===== config.mk =====
export PLATFORM = sky130hd
export DESIGN_NAME = dma_count_reload
export DESIGN_NICKNAME = d
export VERILOG_FILES = /design/src/rtl/dma_count_pkg.sv /design/src/rtl/dma_count_datapath.sv /design/src/rtl/dma_count_control.sv /design/src/rtl/dma_count_reload.sv
export SDC_FILE = /design/constraint.sdc
export NUM_CORES = 1
export LEC_CHECK = 0
export BUFFER_PORTS_ARGS = -buffer_cell sky130_fd_sc_hd__buf_2
export CAP_MARGIN = 5
export CORE_MARGIN = 10
export CORE_UTILIZATION = 51
export DETAILED_ROUTE_END_ITERATION = 8
export GPL_TIMING_DRIVEN = 0
export PLACE_DENSITY_LB_ADDON = 0.08
export SLEW_MARGIN = 20
export SYNTH_ARGS = -nofsm -noshare
export SYNTH_HDL_FRONTEND = slang
export SYNTH_SLANG_ARGS = --single-unit

===== constraint.sdc =====
create_clock -name clk -period 7.3 [get_ports clk]
set_clock_uncertainty 0.2 [all_clocks]
set_input_delay 1.46 -clock clk [delete_from_list [all_inputs] [get_ports clk]]
set_output_delay 1.46 -clock clk [all_outputs]
set_load 0.005 [all_outputs]

===== src/rtl/dma_count_pkg.sv =====
package dma_count_pkg;
  typedef enum logic [1:0] {
    MODE_NORMAL = 2'b00,
    MODE_REPEAT = 2'b01,
    MODE_RELOAD = 2'b10,
    MODE_ALT    = 2'b11
  } cntMode_e;

  typedef struct packed {
    logic loadMain;
    logic loadShadow;
    logic decMain;
    logic refillMain;
    logic decSub;
    logic refillSub;
  } cntCtrl_t;
endpackage


===== src/rtl/dma_count_datapath.sv =====
module dma_count_datapath
  import dma_count_pkg::*;
#(
  parameter int COUNT_W    = 24,
  parameter int SUB_W      = 8,
  parameter int RELOAD_LSB = 16
) (
  input  logic               clk,
  input  logic               rstN,
  input  cntCtrl_t           ctrl,
  input  logic [COUNT_W-1:0] wrData,
  output logic [COUNT_W-1:0] mainCnt,
  output logic [COUNT_W-1:0] shadowCnt
);
  localparam logic [SUB_W-1:0] SUB_ONE = SUB_W'(1);

  always_ff @(posedge clk or negedge rstN) begin
    if (!rstN) begin
      mainCnt <= '0;
    end else if (ctrl.loadMain) begin
      mainCnt <= wrData;
    end else if (ctrl.refillMain) begin
      mainCnt <= shadowCnt;
    end else if (ctrl.decMain) begin
      mainCnt <= mainCnt - COUNT_W'(1);
    end
  end

  always_ff @(posedge clk or negedge rstN) begin
    if (!rstN) begin
      shadowCnt <= '0;
    end else if (ctrl.loadShadow) begin
      shadowCnt <= wrData;
    end else if (ctrl.refillSub) begin
      shadowCnt[SUB_W-1:0] <= shadowCnt[RELOAD_LSB +: SUB_W];
    end else if (ctrl.decSub) begin
      shadowCnt[SUB_W-1:0] <= shadowCnt[SUB_W-1:0] - SUB_ONE;
    end
  end
endmodule


===== src/rtl/dma_count_control.sv =====
module dma_count_control
  import dma_count_pkg::*;
#(
  parameter int COUNT_W = 24,
  parameter int SUB_W   = 8
) (
  input  logic               clk,
  input  logic               rstN,
  input  logic               wrMain,
  input  logic               wrShadow,
  input  logic [1:0]         mode,
  input  logic               halfEn,
  input  logic               xferDone,
  input  logic [COUNT_W-1:0] mainCnt,
  input  logic [COUNT_W-1:0] shadowCnt,
  output cntCtrl_t           ctrl,
  output logic               endStrobe,
  output logic               halfStrobe,
  output logic               addrReload
);
  logic active;
  logic isLast;
  logic isRepeat;
  logic isReload;
  logic halfHit;
  logic halfDone;
  logic [COUNT_W-1:0] nextMain;
  logic [COUNT_W-1:0] halfMark;

  always_comb begin
    isRepeat = (mode == MODE_REPEAT);
    isReload = (mode == MODE_RELOAD);
    active   = xferDone && !wrMain && !wrShadow && (mainCnt != '0);
    isLast   = (mainCnt == COUNT_W'(1));
    nextMain = mainCnt - COUNT_W'(1);
    halfMark = shadowCnt >> 1;
    halfHit  = active && halfEn && !isReload && !halfDone && (nextMain == halfMark);

    ctrl.loadMain   = wrMain;
    ctrl.loadShadow = wrMain || wrShadow;
    ctrl.refillMain = active && isRepeat && isLast;
    ctrl.decMain    = active && !(isRepeat && isLast);
    ctrl.refillSub  = active && isReload && (shadowCnt[SUB_W-1:0] <= SUB_W'(1));
    ctrl.decSub     = active && isReload && (shadowCnt[SUB_W-1:0] > SUB_W'(1));
  end

  always_ff @(posedge clk or negedge rstN) begin
    if (!rstN) begin
      halfDone   <= 1'b0;
      endStrobe  <= 1'b0;
      halfStrobe <= 1'b0;
      addrReload <= 1'b0;
    end else begin
      if (wrMain || wrShadow || ctrl.refillMain) begin
        halfDone <= 1'b0;
      end else if (halfHit) begin
        halfDone <= 1'b1;
      end
      endStrobe  <= active && isLast;
      halfStrobe <= halfHit;
      addrReload <= ctrl.refillSub;
    end
  end
endmodule


===== src/rtl/dma_count_reload.sv =====
module dma_count_reload
  import dma_count_pkg::*;
#(
  parameter int DATA_W     = 32,
  parameter int COUNT_W    = 24,
  parameter int SUB_W      = 8,
  parameter int RELOAD_LSB = 16
) (
  input  logic              clk,
  input  logic              rstN,
  input  logic              wrMain,
  input  logic              wrShadow,
  input  logic [DATA_W-1:0] wrData,
  input  logic [1:0]        mode,
  input  logic              halfEn,
  input  logic              xferDone,
  output logic [DATA_W-1:0] rdMain,
  output logic [DATA_W-1:0] rdShadow,
  output logic              endStrobe,
  output logic              halfStrobe,
  output logic              addrReload
);
  localparam int PAD_W = DATA_W - COUNT_W;

  cntCtrl_t           ctrl;
  logic [COUNT_W-1:0] mainCnt;
  logic [COUNT_W-1:0] shadowCnt;

  dma_count_control #(.COUNT_W(COUNT_W), .SUB_W(SUB_W)) u_ctrl (
    .clk(clk), .rstN(rstN), .wrMain(wrMain), .wrShadow(wrShadow),
    .mode(mode), .halfEn(halfEn), .xferDone(xferDone),
    .mainCnt(mainCnt), .shadowCnt(shadowCnt), .ctrl(ctrl),
    .endStrobe(endStrobe), .halfStrobe(halfStrobe), .addrReload(addrReload)
  );

  dma_count_datapath #(.COUNT_W(COUNT_W), .SUB_W(SUB_W), .RELOAD_LSB(RELOAD_LSB)) u_dp (
    .clk(clk), .rstN(rstN), .ctrl(ctrl), .wrData(wrData[COUNT_W-1:0]),
    .mainCnt(mainCnt), .shadowCnt(shadowCnt)
  );

  assign rdMain   = {{PAD_W{1'b0}}, mainCnt};
  assign rdShadow = {{PAD_W{1'b0}}, shadowCnt};
endmodule


==> results.yml <==
outcome:
  status: "finished clean"
floorplanning:
  pin_count: 107
  start_util_pct: 51.65
  die_area_um2: 11080
  rows: 31
  die_h_um: 105.2
  core_area_um2: 7176
  die_w_um: 105.2
logic_synthesis:
  syn_area_um2: 3706
  synthCells: 453
  synthDistinctLibCells: 56
  async_reset_ff_share_pct: 100.0
  ys.flop_type: "dfrtp_1"
  avgSynthCellArea_um2: 8.181
  yosysWarnings: 0
  synth_edf_count: 0
  ys_seq_area_share_pct: 35.11
  synth_seq_cells: 52
global_routing:
  grt_max_degree: 53
  grt_pass1_wl_um: 19320
  gr-usage-all-layers_pct: 21.10
  antenna_found_initial: 0
  grt_pass1_vias: 3679
  grt-ovfl-total: 0
place:
  hpwl_um: 9039
  globalplace.congestion: 0.9389
  place_area_um2: 4299
  io_buffer_count: 82
  dp_slack_ns: 2.946
  dp.cells: 649
setup_path:
  crit_type: "primary input to flop"
  start_kind: "primary input"
  arrival_ns: 4.04
  critPathSlowestCell: "nor2_1"
  r2r_start: "u_dp.mainCnt[2]"
  setup.worst_path.end_class: "flop"
  path_cells: "buf_2, nor2_1, nand2_1, nor4bb_1, nand3_1, clkbuf_1, nand2_1, o21ai_0, o221ai_1"
  crit_fanout: 10
  cp_data_required_time_ns: 7.32
  startpoint: "wrMain"
  cpMostUsedCell: "nand2_1"
  cp_slowest_stage_delay_ns: 0.56
clock_network:
  root_buffer: "clkbuf_8"
  postCtsHoldBufs: 0
  clk_pin_slew_ns: 0.09
  htree_levels: 2
  clock_path_buffers: 2
  clock_sinks: 52
  cts_tree: "yes"
  clkLatencyLatePin_ns: 0.31
  cts_resized: 0
  postCtsSetupBuffers: 0
  cts_buffers: 5
drt:
  routedWlPerCell_um: 18.53
  dr.max_layer_used: "met4"
  wirelength_um: 12150
  drc: 0
  dr.pass1.iters: 5
  avgViaCountPerCell: 5.614
  num_vias: 3683
  drt-met1-wl_um: 5354
  drtIter0Drc: 249
  route.met2.wl_um: 5626
  ant_nets: 0
  wl_met3_um: 996
min_path:
  hold_class: "flop to flop"
  worstHoldStart: "u_ctrl.halfDone"
sta:
  worst_pin_slew_ns: 0.7834
  finalSetupTns_ns: 0
  rsz0062_at_grt: "false"
  finalMaxSlewViolations: 0
  setup_viol: 0
  period_share_pct: 55.01
  fmax_mhz: 249.0
  fin_crit_ns: 4.016
  hold_viol: 0
  max_slew_margin_pct: 47.29
  holdWs_ns: 0.3331
  layout_setup_ws_ns: 3.284
finish:
  area_growth_pct: 18.60
  drive_above_1_share_pct: 22.62
  fin_cells: 656
  fin_util_pct: 61.26
  nNetsFinal: 602
  design_area_um2: 4395
  n_antenna_cell: 0
power_and_ir_drop:
  p_leak_nw: 2.107
  total_power_mw: 0.7731
  ir_drop_uv: 93.03
  powerDensity_nw_per_um2: 175.9
run:
  drv_cap: 0
## cells by family (layout without fill, tap and decap cells)
kind of cell | Yosys count | in the layout | synth area share [%]
xor gates and xnor gates | 50 | 50 | 12.02
adders and majority gates | 5 | 5 | 1.688
other | 1 | 16 | 0.1012
muxes | 4 | 4 | 1.114
DFF | 52 | 52 | 35.11
AOI/OAI and AO/OA | 100 | 100 | 18.40
and+or+nand+nor | 182 | 182 | 23.60
buffers and inverters | 59 | 148 | 7.968
## cells in the mapped netlist (3+ instances only)
| cell | count | share of area, % |
|---|---|---|
| inv_1 | 10 | 1.0 |
| xor2_1 | 27 | 6.4 |
| nor3_1 | 8 | 1.1 |
| ha_1 | 5 | 1.7 |
| o21ai_0 | 37 | 5.0 |
| nand4_1 | 4 | 0.68 |
| clkbuf_1 | 27 | 2.7 |
| o22ai_1 | 4 | 0.68 |
| o2111ai_1 | 3 | 0.71 |
| nand3_1 | 7 | 0.95 |
| xnor2_1 | 22 | 5.2 |
| a221o_1 | 6 | 1.6 |
| nand2_1 | 105 | 11 |
| a211oi_1 | 5 | 1.0 |
| a22oi_1 | 11 | 2.2 |
| a311oi_1 | 3 | 0.71 |
| o221ai_1 | 13 | 3.1 |
| buf_2 | 4 | 0.54 |
| nor4_1 | 4 | 0.68 |
| a21oi_1 | 9 | 1.2 |
| nor2_1 | 27 | 2.7 |
| buf_4 | 16 | 3.2 |
| dfrtp_1 | 52 | 35 |
| mux2i_1 | 3 | 0.81 |
| or3_1 | 3 | 0.51 |
## per-layer routing
metal / up-vias / track usage, %
met5: - / 0
met4: 0 / 5.392
met3: 18 / 6.029
met2: 141 / 33.82
met1: 1770 / 27.29
li1: 1754 / -
## sequential cells by signal (all words and copies together), names as in the netlist
signal and cells:
u_ctrl.endStrobe 1, u_ctrl.halfStrobe 1, u_ctrl.addrReload 1, u_ctrl.halfDone 1
u_dp.mainCnt 24, u_dp.shadowCnt 24
## area by class of cell
class / instances / area (um^2)
Buffer: 49 / 257.7
Clock buffer: 7 / 96.34
Fill cell: 684 / 2780
Inverter: 10 / 37.54
Multi-Input combinational cell: 357 / 2166
Sequential cell: 52 / 1301
Tap cell: 99 / 123.9
Timing Repair Buffer: 82 / 412.9
## cell usage in the layout (no fill, tap or decap), drive strengths merged, types with 6 or more instances in the layout
master    n
a22oi    11
o21ai    37
nand2   105
a221o     6
xnor2    23
a21oi     9
conb     16
nor4      7
buf     103
inv      10
clkbuf   35
nand3     7
xor2     27
dfrtp    52
nor2     27
nor3      9
o221ai   13
## power breakdown
group | leakage, nW | internal, mW | switching (mW)
sequential | 0.631 | 0.314 | 0.0439
clock | 0.0503 | 0.0848 | 0.0999
combinational | 1.43 | 0.102 | 0.128
## worst paths after layout
path,endpoint,slack (ns),depth (start not counted)
max,u_dp.mainCnt[16],3.28,9
min,u_ctrl.halfDone,0.33,1
max reg2reg,u_ctrl.halfDone,3.49,9
min reg2reg,u_ctrl.halfDone,0.33,1
max in group asynchronous,u_dp.mainCnt[21],5.45,1
min in group asynchronous,u_dp.mainCnt[7],0.98,1
## worst max-delay path, delay by kind of cell
| kind | cells | cell delay, ns |
|---|---|---|
| buf+inv | 2 | 0.55 |
| simple gates | 5 | 1.72 |
| compound gates | 2 | 0.30 |
(Power assumes the default switching activity.)
